--- src/rtl/sar_pkg.sv ---
package sar_pkg;

    localparam int DEF_WIDTH = 8;

    typedef enum logic [1:0] {
        ST_READY = 2'd0,
        ST_CONV  = 2'd1,
        ST_DONE  = 2'd2
    } sar_state_e;

    typedef struct packed {
        logic load_first;
        logic step;
        logic last;
    } sar_ctl_t;

endpackage

--- src/rtl/sar_fsm.sv ---
module sar_fsm
    import sar_pkg::*;
#(
    parameter int WIDTH = DEF_WIDTH,
    localparam int IDX_W = (WIDTH > 1) ? $clog2(WIDTH) : 1
) (
    input  logic             clk,
    input  logic             rst,
    input  logic             start,
    output sar_state_e       state_q,
    output logic [IDX_W-1:0] bit_idx,
    output sar_ctl_t         ctl,
    output logic             eoc
);

    localparam logic [IDX_W-1:0] TOP_IDX = IDX_W'(WIDTH - 1);

    always_ff @(posedge clk) begin
        if (rst) begin
            state_q <= ST_READY;
            bit_idx <= '0;
            eoc     <= 1'b0;
        end else begin
            case (state_q)
                ST_READY: begin
                    if (start) begin
                        state_q <= ST_CONV;
                        bit_idx <= TOP_IDX;
                    end
                end
                ST_CONV: begin
                    if (bit_idx == '0) begin
                        state_q <= ST_DONE;
                        eoc     <= 1'b1;
                    end else begin
                        bit_idx <= bit_idx - 1'b1;
                    end
                end
                ST_DONE: begin
                    if (!start) begin
                        state_q <= ST_READY;
                        eoc     <= 1'b0;
                    end
                end
                default: begin
                    state_q <= ST_READY;
                    eoc     <= 1'b0;
                end
            endcase
        end
    end

    always_comb begin
        ctl.load_first = (state_q == ST_READY) && start;
        ctl.step       = (state_q == ST_CONV);
        ctl.last       = (state_q == ST_CONV) && (bit_idx == '0);
    end

endmodule

--- src/rtl/sar_trial_reg.sv ---
module sar_trial_reg
    import sar_pkg::*;
#(
    parameter int WIDTH = DEF_WIDTH,
    localparam int IDX_W = (WIDTH > 1) ? $clog2(WIDTH) : 1
) (
    input  logic             clk,
    input  logic             rst,
    input  sar_ctl_t         ctl,
    input  logic [IDX_W-1:0] bit_idx,
    input  logic             over_under,
    output logic [WIDTH-1:0] trial_q,
    output logic [WIDTH-1:0] result_q
);

    logic [WIDTH-1:0] trial_d;

    for (genvar g = 0; g < WIDTH; g++) begin : g_bit
        always_comb begin
            if (ctl.load_first) begin
                trial_d[g] = (g == WIDTH - 1);
            end else if (ctl.step) begin
                if (int'(bit_idx) == g) begin
                    trial_d[g] = !over_under;
                end else if (int'(bit_idx) == g + 1) begin
                    trial_d[g] = 1'b1;
                end else begin
                    trial_d[g] = trial_q[g];
                end
            end else begin
                trial_d[g] = trial_q[g];
            end
        end
    end

    always_ff @(posedge clk) begin
        if (rst) begin
            trial_q  <= '0;
            result_q <= '0;
        end else begin
            trial_q <= trial_d;
            if (ctl.last) begin
                result_q <= trial_d;
            end
        end
    end

endmodule

--- src/rtl/sar_ctrl.sv ---
module sar_ctrl
    import sar_pkg::*;
#(
    parameter int WIDTH = DEF_WIDTH
) (
    input  logic             clk,
    input  logic             rst,
    input  logic             start,
    input  logic             over_under,
    output logic [WIDTH-1:0] trial_code,
    output logic [WIDTH-1:0] result,
    output logic             eoc
);

    localparam int IDX_W = (WIDTH > 1) ? $clog2(WIDTH) : 1;

    sar_state_e       state_q;
    logic [IDX_W-1:0] bit_idx;
    sar_ctl_t         ctl;

    sar_fsm #(.WIDTH(WIDTH)) fsm_i (
        .clk     (clk),
        .rst     (rst),
        .start   (start),
        .state_q (state_q),
        .bit_idx (bit_idx),
        .ctl     (ctl),
        .eoc     (eoc)
    );

    sar_trial_reg #(.WIDTH(WIDTH)) reg_i (
        .clk        (clk),
        .rst        (rst),
        .ctl        (ctl),
        .bit_idx    (bit_idx),
        .over_under (over_under),
        .trial_q    (trial_code),
        .result_q   (result)
    );

endmodule

--- config.mk ---
export PLATFORM = sky130hd
export DESIGN_NAME = sar_ctrl
export DESIGN_NICKNAME = d
export VERILOG_FILES = /design/src/rtl/sar_pkg.sv /design/src/rtl/sar_fsm.sv /design/src/rtl/sar_trial_reg.sv /design/src/rtl/sar_ctrl.sv
export SDC_FILE = /design/constraint.sdc
export NUM_CORES = 1
export LEC_CHECK = 0
export BUFFER_PORTS_ARGS = -buffer_cell sky130_fd_sc_hd__buf_2
export CORE_ASPECT_RATIO = 1.1
export CORE_MARGIN = 1
export CORE_UTILIZATION = 25
export DETAILED_ROUTE_END_ITERATION = 16
export GPL_TIMING_DRIVEN = 0
export HOLD_SLACK_MARGIN = 0.06
export SKIP_LAST_GASP = 1
export SYNTH_ARGS = -nofsm -noshare
export SYNTH_HDL_FRONTEND = slang
export SYNTH_SLANG_ARGS = --single-unit
--- constraint.sdc ---
create_clock -name clk -period 2.3 [get_ports clk]
set_clock_uncertainty 0.15 [all_clocks]
set_input_delay 0.575 -clock clk [delete_from_list [all_inputs] [get_ports clk]]
set_output_delay 0.575 -clock clk [all_outputs]
set_load 0.02 [all_outputs]
# Yosys cells after proc, flatten, opt, wreduce, memory -nomap -nowiden
# Index checks and enable logic that the tools add are counted.
dict set report classes {
  addsub 1
  n_eq_ne 13
  muxes 41
  bitwise 1
  n_reduce_logical 10
}
# operator count
set op_table {}
lappend op_table {{$mux 1} 33}
lappend op_table {{$eq 3x3->1 const B} 4}
lappend op_table {{$reduce_and 3->1} 3}
lappend op_table {{$eq 3x2->1 const B} 2}
lappend op_table {{$logic_not 3->1} 2}
lappend op_table {{$mux 2} 3}
lappend op_table {{$mux 3} 2}
lappend op_table {{$ne 2x2->1 const B} 3}
lappend op_table {{$pmux 2 s3} 1}
lappend op_table {{$pmux 3 s2} 1}
lappend op_table {{$eq 3x1->1 const B} 1}
lappend op_table {{$pmux 1 s3} 1}
lappend op_table {{$sub 3x1->3 const B} 1}
lappend op_table {{$eq 2x1->1 const B} 1}
lappend op_table {{$eq 2x2->1 const B} 1}
lappend op_table {{$logic_and 1x1->1} 2}
lappend op_table {{$logic_not 2->1} 1}
lappend op_table {{$ne 2x1->1 const B} 1}
lappend op_table {{$reduce_bool 2->1} 1}
lappend op_table {{$logic_not 1->1} 1}
lappend op_table {{$not 1->1} 1}
dict set report totals {
  register_bits 22
  inputBits 4
  output_inout_bits 17
  word_cells 71
}

# Longest topological paths before layout
# Gate-level depths: netlist (run 1).
dict set report logic_depth {
  ltp_word 5
  mapped_depth 6
  ltp_nobuf 5
}

# Cells and area by module
# A second synthesis (run 1) with hierarchy kept.
dict set report hier_totals {
  cells_unflattened 107
  hier_area_um2 1016.0
}
# module instances cells_per_inst area_each_um2 seq_area_each_um2
set modules_own_cells {}
lappend modules_own_cells {sar_trial_reg 1 78 742.0 320.3}
lappend modules_own_cells {sar_fsm 1 29 274.0 120.1}

# Worst setup path after synthesis (run 1)
# OpenSTA, ideal clock, no wires.
dict set report synth_path {
  path_type {reg-to-reg}
  from {register fsm_i.bit_idx[0]}
  to {register fsm_i.bit_idx[0]}
  setup_time_ps 79
  arrival_ps 1385
  required_ps 2071
  setup_slack_ps 686
  stages_incl_launch_ff 6
  path_buffers 0
  synth_period_minus_slack_ps 1614
  path_cell_list {dfxtp_1 inv_1 ha_1 nor2b_1 a2111o_1 a22oi_1}
}
dict set report synth_between {
  elab_chain_cells 3
  word_cells_on_any_way 6
  classes_between {add/sub: 1; eq/ne: 1; mux: 2; reduce/logical: 2}
}
# item line
set synth_lines {}
lappend synth_lines {{start, declared} sar_fsm.sv:11} ;# output logic [IDX_W-1:0] bit_idx,
lappend synth_lines {{start signal, assigned} sar_fsm.sv:36} ;# bit_idx <= bit_idx - 1'b1;
lappend synth_lines {{$sub 3x1->3 or $logic_not 3->1 (tied branches)} {sar_fsm.sv:36, sar_fsm.sv:32}}
lappend synth_lines {{$mux 3 or $ne 2x2->1 (tied branches)} --}
lappend synth_lines {{$pmux 3 s2 or $reduce_and 3->1 (tied branches)} --}
# Parallel ways exist; a longest one is shown, timed or not. The select of a mux whose other input is x is not followed.
# A chain may end at the register's enable or synchronous reset.

# Final worst setup path (run 1)
# Ends and elaborated chain as after synthesis.

==> results of run 1 <==
cell usage after synthesis:
library cell	n	area [µm²]
a2111o_1	1	11.3
a2111oi_1	1	10.0
a211oi_1	3	22.5
a21oi_1	16	80.1
a22oi_1	2	15.0
a311oi_1	3	26.3
a31oi_1	1	6.26
and3b_1	1	8.76
and4bb_4	1	16.3
buf_2	1	5.00
buf_6	2	22.5
clkbuf_1	4	15.0
dfxtp_1	22	440
ha_1	5	62.6
inv_1	5	18.8
inv_2	1	3.75
mux2_1	1	11.3
mux2i_1	4	40.0
nand2b_1	7	43.8
nand4_1	3	18.8
nand4b_1	3	26.3
nor2_1	8	30.0
nor2b_1	4	25.0
nor3_1	7	35.0
nor3b_2	2	25.0
o21ai_1	1	5.00
o32ai_1	2	17.5
or2_1	1	6.26
or2_2	2	12.5
state kept, by name (all words and copies together), names as in the netlist:
name	cells
fsm_i.bit_idx	3
fsm_i.eoc	1
reg_i.result_q	8
fsm_i.state_q	2
reg_i.trial_q	8
placed cells by master (no fill, tap or decap), drive strengths merged:
| cell | count |
|---|---|
| nor2b | 4 |
| or2 | 3 |
| a21oi | 16 |
| nor3 | 7 |
| dfxtp | 22 |
| nor3b | 2 |
| nor2 | 8 |
| and3b | 1 |
| a211oi | 3 |
| mux2 | 1 |
| and4bb | 1 |
| a2111o | 1 |
| nand4 | 3 |
| o32ai | 2 |
| ha | 5 |
| buf | 22 |
| a2111oi | 1 |
| a311oi | 3 |
| a31oi | 1 |
| inv | 6 |
| nand2b | 7 |
| o21ai | 1 |
| nand4b | 3 |
| a22oi | 2 |
| mux2i | 4 |
| clkbuf | 8 |
cell type report:
class,count,area share
timing repair buffer,19,0.0745
buffer,7,0.0333
tap,52,0.0510
clock buffer,4,0.0431
multi-input combinational,79,0.435
sequential,22,0.345
inverter,6,0.0176
worst paths after layout:
kind	startpoint	end	slack, ns	cells after the start
worst min register to register	reg_i.result_q[3]	reg_i.result_q[3]	0.33	2
worst max-delay path	fsm_i.bit_idx[0]	fsm_i.bit_idx[0]	0.49	5
worst max register to register	fsm_i.bit_idx[0]	fsm_i.bit_idx[0]	0.49	5
worst min-delay path	reg_i.result_q[3]	reg_i.result_q[3]	0.33	2
tightest hold or removal path: cells and delay by family, from the launching register on:
kind,cells,cell delay (ns)
AO/OA/AOI/OAI,1,0.05
flip-flops,1,0.32
AND/OR/NAND/NOR,1,0.06
cells by family (layout without fill, tap and decap cells):
group / after synthesis / count (layout)
multiplexers: 5 / 5
adder cells (fa/ha/maj): 5 / 5
buffers and inverters: 13 / 36
AO/OA/AOI/OAI: 30 / 30
AND/OR/NAND/NOR: 39 / 39
flip-flops: 22 / 22
through the flow:
step	utilization	setup WS, ns	power, µW	instances	hold slack (ns)
6_report	0.317	0.492	1030	189	0.326
5_1_grt	0.317	0.381	1090	189	0.369
4_1_cts	0.317	0.487	1030	189	0.328
3_5_place_dp	0.303	0.400	755	185	0.317
3_3_place_gp	0.303	0.383	741	185	0.309
2_1_floorplan	-	0.686	674	114	0.338
routing by layer:
layer  track usage  part of all wire
met4        0.0568             0.021
met5             0                 0
met2         0.177              0.43
met3        0.0408             0.049
met1         0.156              0.50
power by group through the flow:
stage               Clock (µW)  Sequential, µW  Combinational (µW)
CTS                        285             446                 302
finish                     279             446                 304
floorplan                    0             469                 205
global placement             0             452                 289
detailed placement           0             455                 300
global route               309             451                 333
==> metrics.cfg, run 1 <==
[synth]
ys_ff_latch=22
synth_mux_area_frac=0.0483
netlist_area_mm2=0.00106
synthXorXnorAreaFrac=0
synth_compound_gate_area_share=0.183
synthesis.nets=123
synth.avg_cell_area_um2=9.31
seq_area_frac_synth=0.415
synth-simple-area-share=0.233
synthAdderAreaFrac=0.0590
ys_types=29
netlist_instances=114
synth_top_family_by_area=simple AND/OR/NAND/NOR gates
yosys_warnings=0

[finish]
regArea_um2=440
layout-drive-gt1-share=0.234
final_area_mm2=0.00128
area_growth_pct=20.3
multi_input_area_um2=556
layout.nets=147
fill_cells=443
antenna_cells=0

[routing]
drtPass1Iterations=5
vias=929
vias_per_cell=4.92
finalWirelength_um=2480
ant_nets=0
avgRoutedWirePerCell_um=13.1
drt_iter0_drc=75
drcViolationCount=0

[power_and_ir_drop]
powerDensity_mw_per_mm2=807
p_int_uw=690
ir_drop_uv=352
switching_share=0.330
p_clk_frac=0.271
p_seq_frac=0.433
p_comb_frac=0.296
switchingPower_uw=340
power.leakage_uw=0.000523

[sta]
layout_worst_path_cycle_share=0.786
tns_ns=0
max_freq_mhz=553
grt_setup_unrepaired=no
slew-limit-headroom=0.669
drv_slew=0
hold_viol_final=0
worst_slew_pin_slew_ns=0.496
fin_crit_ns=1.81
finalSetupViolations=0

[place]
place.port_buffers=19
placed_cell_area_mm2=0.00122
gp_congestion=0.880
dp_hpwl_um=1830

[floorplanning]
core_mm2=0.00402
io_pins=21
start_util=0.264
die_w_um=64.1
dieArea_mm2=0.00451
row_count=24
die_y_um=70.3

[global_routing]
grt_pass1_wl_um=4220
first_global_vias=885
grt_overflow_total=0
globalRouteTotalUtil=0.120
grt_max_degree=13
antenna_found_initial=0

[critical_path]
path_cells=inv_1 -> ha_1 -> nor2b_1 -> a2111o_1 -> a22oi_1
cpPeakStageDelay_ns=0.45
crit_family=compound AO/OA/AOI/OAI gates
critPathBufInv=1
cp_max_fo=6
crit_required_ns=2.34
cp-end-kind=flip-flop
path_class=reg -> reg
startpoint_type=flip-flop
crit_slowest_cell=a2111o_1
cp_data_arrival_time_ns=1.85

[clocking]
ctsHoldBuffers=0
cts_buffer_depth=2
clk_pin_slew_ns=0.08
clk_latency_ns=0.26
post_cts_buffers=0
cts-root-buf=clkbuf_8
cts_sinks=22
cts_inserted_buffers=3
cts_resized=0
htreeDepth=1
cts_tree=built

[run]
maxCapViolCount=0

[status]
run_status=completed

[worst_hold_path]
hold_path_class=reg -> reg

Power figures use the tool's default switching activity.
==> run 2, diff against run 1 <==
==> constraint.sdc (replaced) <==
create_clock -name clk -period 1.7 [get_ports clk]
set_clock_uncertainty 0.15 [all_clocks]
set_input_delay 0.425 -clock clk [delete_from_list [all_inputs] [get_ports clk]]
set_output_delay 0.425 -clock clk [all_outputs]
set_load 0.02 [all_outputs]
==> run 2 against run 1 <==
Non-clock buffer count unchanged. Combinational power increased by 42%. Power increased by 38%. Setup slack got worse by 0.42 ns. Count of clock-buffer cells in the layout unchanged. Die area unchanged. Cell count unchanged. Clock power increased by 35%. Critical path type unchanged. Highest routed layer unchanged.
==> metrics.cfg, run 2 (same netlist as run 1, synthesis figures left out) <==
[finish]
layout.nets=147  ; unchanged
reg_top3=reg_i.result_q: 8 flops, reg_i.trial_q: 8 flops, fsm_i.bit_idx: 3 flops
instances_no_fill=189  ; unchanged
layout_common_cells=buf_2, dfxtp_1, a21oi_1, nor2_1
antenna_cells=0  ; unchanged
layout-drive-gt1-share=0.263  ; +0.0292
area_growth_pct=21.7
final_area_mm2=0.00129  ; +1.2%

[sta]
tns_ns=0  ; unchanged
worst_slew_pin_slew_ns=0.490  ; -0.00578 ns
fin_crit_ns=1.63  ; -0.183 ns
setup_slack_ns=0.0750  ; -0.417 ns
slew-limit-headroom=0.673  ; +0.00385
max_freq_mhz=615  ; +11%
finalSetupViolations=0  ; unchanged
drv_slew=0  ; unchanged
hold_viol_final=0  ; unchanged
grt_setup_unrepaired=no
layout_worst_path_cycle_share=0.956  ; +0.170

[clocking]
cts-root-buf=clkbuf_8
cts_buffer_depth=2  ; unchanged
clk_latency_ns=0.27  ; about the same
post_cts_buffers=0  ; unchanged
cts_inserted_buffers=3  ; unchanged
clk_pin_slew_ns=0.08  ; about the same
htreeDepth=1  ; unchanged
cts_tree=built
cts_sinks=22  ; unchanged

[place]
placed_cell_area_mm2=0.00122  ; unchanged
dpl.cell_count=185  ; unchanged
dp_hpwl_um=1830  ; unchanged
place.port_buffers=19  ; unchanged
gp_congestion=0.880  ; unchanged
pre_cts_ws_ns=-0.0915  ; -0.491 ns

[power_and_ir_drop]
power.leakage_uw=0.000523  ; about the same
ir_drop_uv=475  ; +35%
powerDensity_mw_per_mm2=1100  ; +36%

[floorplanning]
die_w_um=64.1  ; unchanged
row_count=24  ; unchanged
io_pins=21  ; unchanged
core_mm2=0.00402  ; unchanged
dieArea_mm2=0.00451  ; unchanged
start_util=0.264  ; unchanged
die_y_um=70.3  ; unchanged

[routing]
avgRoutedWirePerCell_um=13.1  ; +0.12%
drcViolationCount=0  ; unchanged
finalWirelength_um=2480  ; +0.12%
vias_per_cell=4.89  ; -0.43%
drt_iter0_drc=74  ; -1.3%
vias=925  ; -0.43%
ant_nets=0  ; unchanged
drtPass1Iterations=4  ; -1

[critical_path]
crit_slowest_cell=dfxtp_2
startpoint_type=flip-flop
crit_family=flip-flops
cp_max_fo=10  ; +4
path_class=reg -> reg
critPathBufInv=2  ; +1
cpPeakStageDelay_ns=0.34  ; -0.11 ns
cp_data_arrival_time_ns=1.61  ; -0.24 ns
cp-end-kind=flip-flop
crit_required_ns=1.69  ; -0.65 ns
path_cells=inv_1 -> ha_4 -> and4bb_4 -> buf_6 -> mux2i_1 -> nor2_1

[worst_hold_path]
hold_path_class=in -> reg

[global_routing]
grt_max_degree=13  ; unchanged
first_global_vias=885  ; unchanged
grt_overflow_total=0  ; unchanged
grt_pass1_wl_um=4220  ; unchanged
antenna_found_initial=0  ; unchanged
globalRouteTotalUtil=0.120  ; unchanged

[run]
maxCapViolCount=0  ; unchanged

[status]
run_status=completed

## run 2: changes by cell type in the layout (fill, tap and decap cells not counted)
cell     before  now
dfxtp_1      22   20
dfxtp_2       0    2
ha_1          5    4
ha_4          0    1
inv_1         5    4
inv_2         1    2
## run 2: per-layer routing
metal  track usage  vias to the layer above  wire length (µm)
met5             0                        -                 0
met4        0.0568                        0                52
met3        0.0408                        6               143
met2         0.177                       30              1070
met1         0.156                      432              1220
li1              -                      457                 -
## run 2: where the power goes
| part | total, µW | internal, µW | leakage, µW | switching (µW) |
|---|---|---|---|---|
| Sequential | 608 | 563 | 0.000180 | 44.3 |
| Clock | 378 | 207 | 0.0000288 | 171 |
| Combinational | 431 | 180 | 0.000315 | 252 |
| Total | 1420 | 950 | 0.000523 | 467 |
## run 2: worst paths after layout
| kind | start | endpoint | slack, ns | depth (start not counted) |
|---|---|---|---|---|
| worst max-delay path | fsm_i.bit_idx[1] | reg_i.result_q[5] | 0.07 | 6 |
| worst min-delay path | start | fsm_i.state_q[1] | 0.33 | 3 |
| worst max register to register | fsm_i.bit_idx[1] | reg_i.result_q[5] | 0.07 | 6 |
| worst min register to register | reg_i.result_q[3] | reg_i.result_q[3] | 0.33 | 2 |
## run 2: cell type report
cell class	count	area, µm²
multi-input cells	79	568
well taps	52	65.1
flip-flops and latches	22	443
clock buffers	4	55.1
inverters	6	22.5
plain buffers	7	42.5
fillers	438	2730
repair buffers	19	95.1
## run 2: what timing repair did
| action | CTS | global route |
|---|---|---|
| hold buffers | 0 | 0 |
| pin swaps | 0 | 1 |
| endpoints found under the setup margin | 8 | 9 |
| resized for setup | 3 | 2 |
## run 2: worst min-delay path, cell delays in order
cell     delay [ns]
buf_2          0.12
a31oi_1        0.08
nor2_1         0.08
## run 2: metrics by stage
step / hold WS (ns) / total power [µW] / utilization
after floorplan: 0.338 / 912 / -
after global placement: 0.309 / 1000 / 0.303
after global routing: 0.345 / 1500 / 0.321
after CTS: 0.328 / 1400 / 0.318
after detailed placement: 0.317 / 1020 / 0.303
final: 0.325 / 1420 / 0.321
==> run 3, diff against run 2 <==
--- a/config.mk
+++ b/config.mk
@@ -12,6 +12,7 @@
 export DETAILED_ROUTE_END_ITERATION = 16
 export GPL_TIMING_DRIVEN = 0
 export HOLD_SLACK_MARGIN = 0.06
+export RECOVER_POWER = 100
 export SKIP_LAST_GASP = 1
 export SYNTH_ARGS = -nofsm -noshare
 export SYNTH_HDL_FRONTEND = slang
==> run 3 against run 2 <==
Cell area down 2.7%. Clock power about the same. First-iteration DRC count down 1.4%. Sequential power about the same. Register-to-register slack about the same. Via count up 1.2%. Highest routed layer unchanged.
==> metrics.cfg, run 3 (same netlist as run 1, synthesis figures left out) <==
[status]
run_status=completed

[critical_path]
path_cells=inv_1 -> ha_4 -> and4bb_4 -> buf_6 -> mux2i_1 -> nor2_1
r2r_end=reg_i.result_q[5]
cp_max_fo=10  ; unchanged
cp_data_arrival_time_ns=1.61  ; about the same
startpoint_type=flip-flop
ff2ff_setup_slack_ns=0.08  ; about the same
path_class=reg -> reg
reg2regPathDepth=6  ; unchanged
timing.rr.start=fsm_i.bit_idx[1]
cpPeakStageDelay_ns=0.34  ; about the same
crit_required_ns=1.69  ; about the same
crit_slowest_cell=dfxtp_2
cp-end-kind=flip-flop

[global_routing]
grt_max_degree=13  ; unchanged
antenna_found_initial=0  ; unchanged
globalRouteTotalUtil=0.120  ; unchanged
grt_pass1_wl_um=4220  ; unchanged
first_global_vias=885  ; unchanged
grt_overflow_total=0  ; unchanged

[sta]
worst_slew_pin_slew_ns=0.484  ; -0.00594 ns
slew-limit-headroom=0.677  ; +0.00396
grt_setup_unrepaired=no
max_freq_mhz=618  ; +0.45%
drv_slew=0  ; unchanged
tns_ns=0  ; unchanged
setup_slack_ns=0.0822  ; +0.00725 ns
hold_viol_final=0  ; unchanged
layout_worst_path_cycle_share=0.952  ; -0.00426
finalSetupViolations=0  ; unchanged
fin_crit_ns=1.62  ; -0.00725 ns

[routing]
wl_met2_um=1080  ; +0.84%
met3RoutedLength_um=161  ; +13%
wl_met1_um=1200  ; -1.7%
drcViolationCount=0  ; unchanged
vias_per_cell=4.95  ; +1.2%
drt_iter0_drc=73  ; -1.4%
finalWirelength_um=2490  ; +0.28%
avgRoutedWirePerCell_um=13.2  ; +0.28%
drtPass1Iterations=4  ; unchanged
routed.top_layer=met4
ant_nets=0  ; unchanged
vias=936  ; +1.2%

[power_and_ir_drop]
power.leakage_uw=0.000443  ; -15%
ir_drop_uv=476  ; about the same
powerDensity_mw_per_mm2=1110  ; +1.6%
report.power.total_uw=1400  ; -1.1%

[place]
gp_congestion=0.880  ; unchanged
dpl.cell_count=185  ; unchanged
place.port_buffers=19  ; unchanged
pre_cts_ws_ns=-0.0915  ; unchanged
dp_hpwl_um=1830  ; unchanged

[finish]
final_common_cell=clkbuf_1
antenna_cells=0  ; unchanged
instances_no_fill=189  ; unchanged
reg_top3=reg_i.result_q: 8 flops, reg_i.trial_q: 8 flops, fsm_i.bit_idx: 3 flops
area_growth_pct=18.4
layout.nets=147  ; unchanged
layout_common_cells=clkbuf_1, dfxtp_1, a21oi_1, nor2_1
layout-drive-gt1-share=0.124  ; -0.139

[floorplanning]
die_y_um=70.3  ; unchanged
io_pins=21  ; unchanged
start_util=0.264  ; unchanged
row_count=24  ; unchanged
dieArea_mm2=0.00451  ; unchanged
core_mm2=0.00402  ; unchanged
die_w_um=64.1  ; unchanged

[run]
maxCapViolCount=0  ; unchanged

[worst_hold_path]
hold_depth=3  ; unchanged
min_from=start
hold_path_class=in -> reg
holdPathEnd=fsm_i.state_q[1]

[clocking]
clk_latency_ns=0.26  ; about the same
clk_pin_slew_ns=0.07  ; about the same
cts_tree=built
cts_buffer_depth=2  ; unchanged
cts_inserted_buffers=3  ; unchanged
cts_sinks=22  ; unchanged
post_cts_buffers=0  ; unchanged
ctsHoldBuffers=0  ; unchanged
htreeDepth=1  ; unchanged
cts-root-buf=clkbuf_8

## run 3: report_power, final
part,internal [µW],switching [µW],total [µW],leakage (µW)
logic,168,250,417,0.000235
registers,563,43.8,607,0.000180
clock network,207,169,376,0.0000288
## run 3: layout make-up
type,count,area (µm²)
fill,443,2770
multi-input combinational,79,562
sequential,22,443
timing repair buffer,19,72.6
tap,52,65.1
clock buffer,4,55.1
buffer,7,36.3
inverter,6,22.5
## run 3: worst max-delay path, delay by kind of cell, from the launching register on
kind                       cells  cell delay (ns)
adders and majority gates      1             0.18
buffers and inverters          2             0.30
DFF                            1             0.34
muxes                          1             0.18
and+or+nand+nor                2             0.34
## run 3: worst max path at each step
stage / start / to / slack (ns) / cells past startpoint
6_report: fsm_i.bit_idx[1] / reg_i.result_q[5] / 0.08 / 6
5_1_grt: fsm_i.bit_idx[1] / reg_i.result_q[7] / 0.009 / 6
4_1_cts: fsm_i.bit_idx[0] / reg_i.result_q[5] / 0.004 / 6
3_5_place_dp: fsm_i.bit_idx[0] / fsm_i.bit_idx[0] / -0.09 / 5
3_3_place_gp: rst / reg_i.trial_q[5] / -0.07 / 4
2_1_floorplan: fsm_i.bit_idx[0] / fsm_i.bit_idx[1] / 0.09 / 5
## run 3: stage by stage
stage | util | hold WS (ns) | cell area [µm²]
2_1_floorplan | - | 0.338 | 1060
3_3_place_gp | 0.303 | 0.309 | 1220
3_5_place_dp | 0.303 | 0.317 | 1220
4_1_cts | 0.318 | 0.328 | 1280
5_1_grt | 0.312 | 0.359 | 1260
6_report | 0.312 | 0.328 | 1260
## run 3: repair_timing
action                                  in CTS  in global routing
pin swaps                                    0                  1
resized for setup                            3                  2
endpoints found under the setup margin       8                  9
## run 3: per-layer routing
layer | vias up | global-route usage
li1 | 458 | -
met1 | 435 | 0.156
met2 | 37 | 0.177
met3 | 6 | 0.0408
met4 | 0 | 0.0568
met5 | - | 0
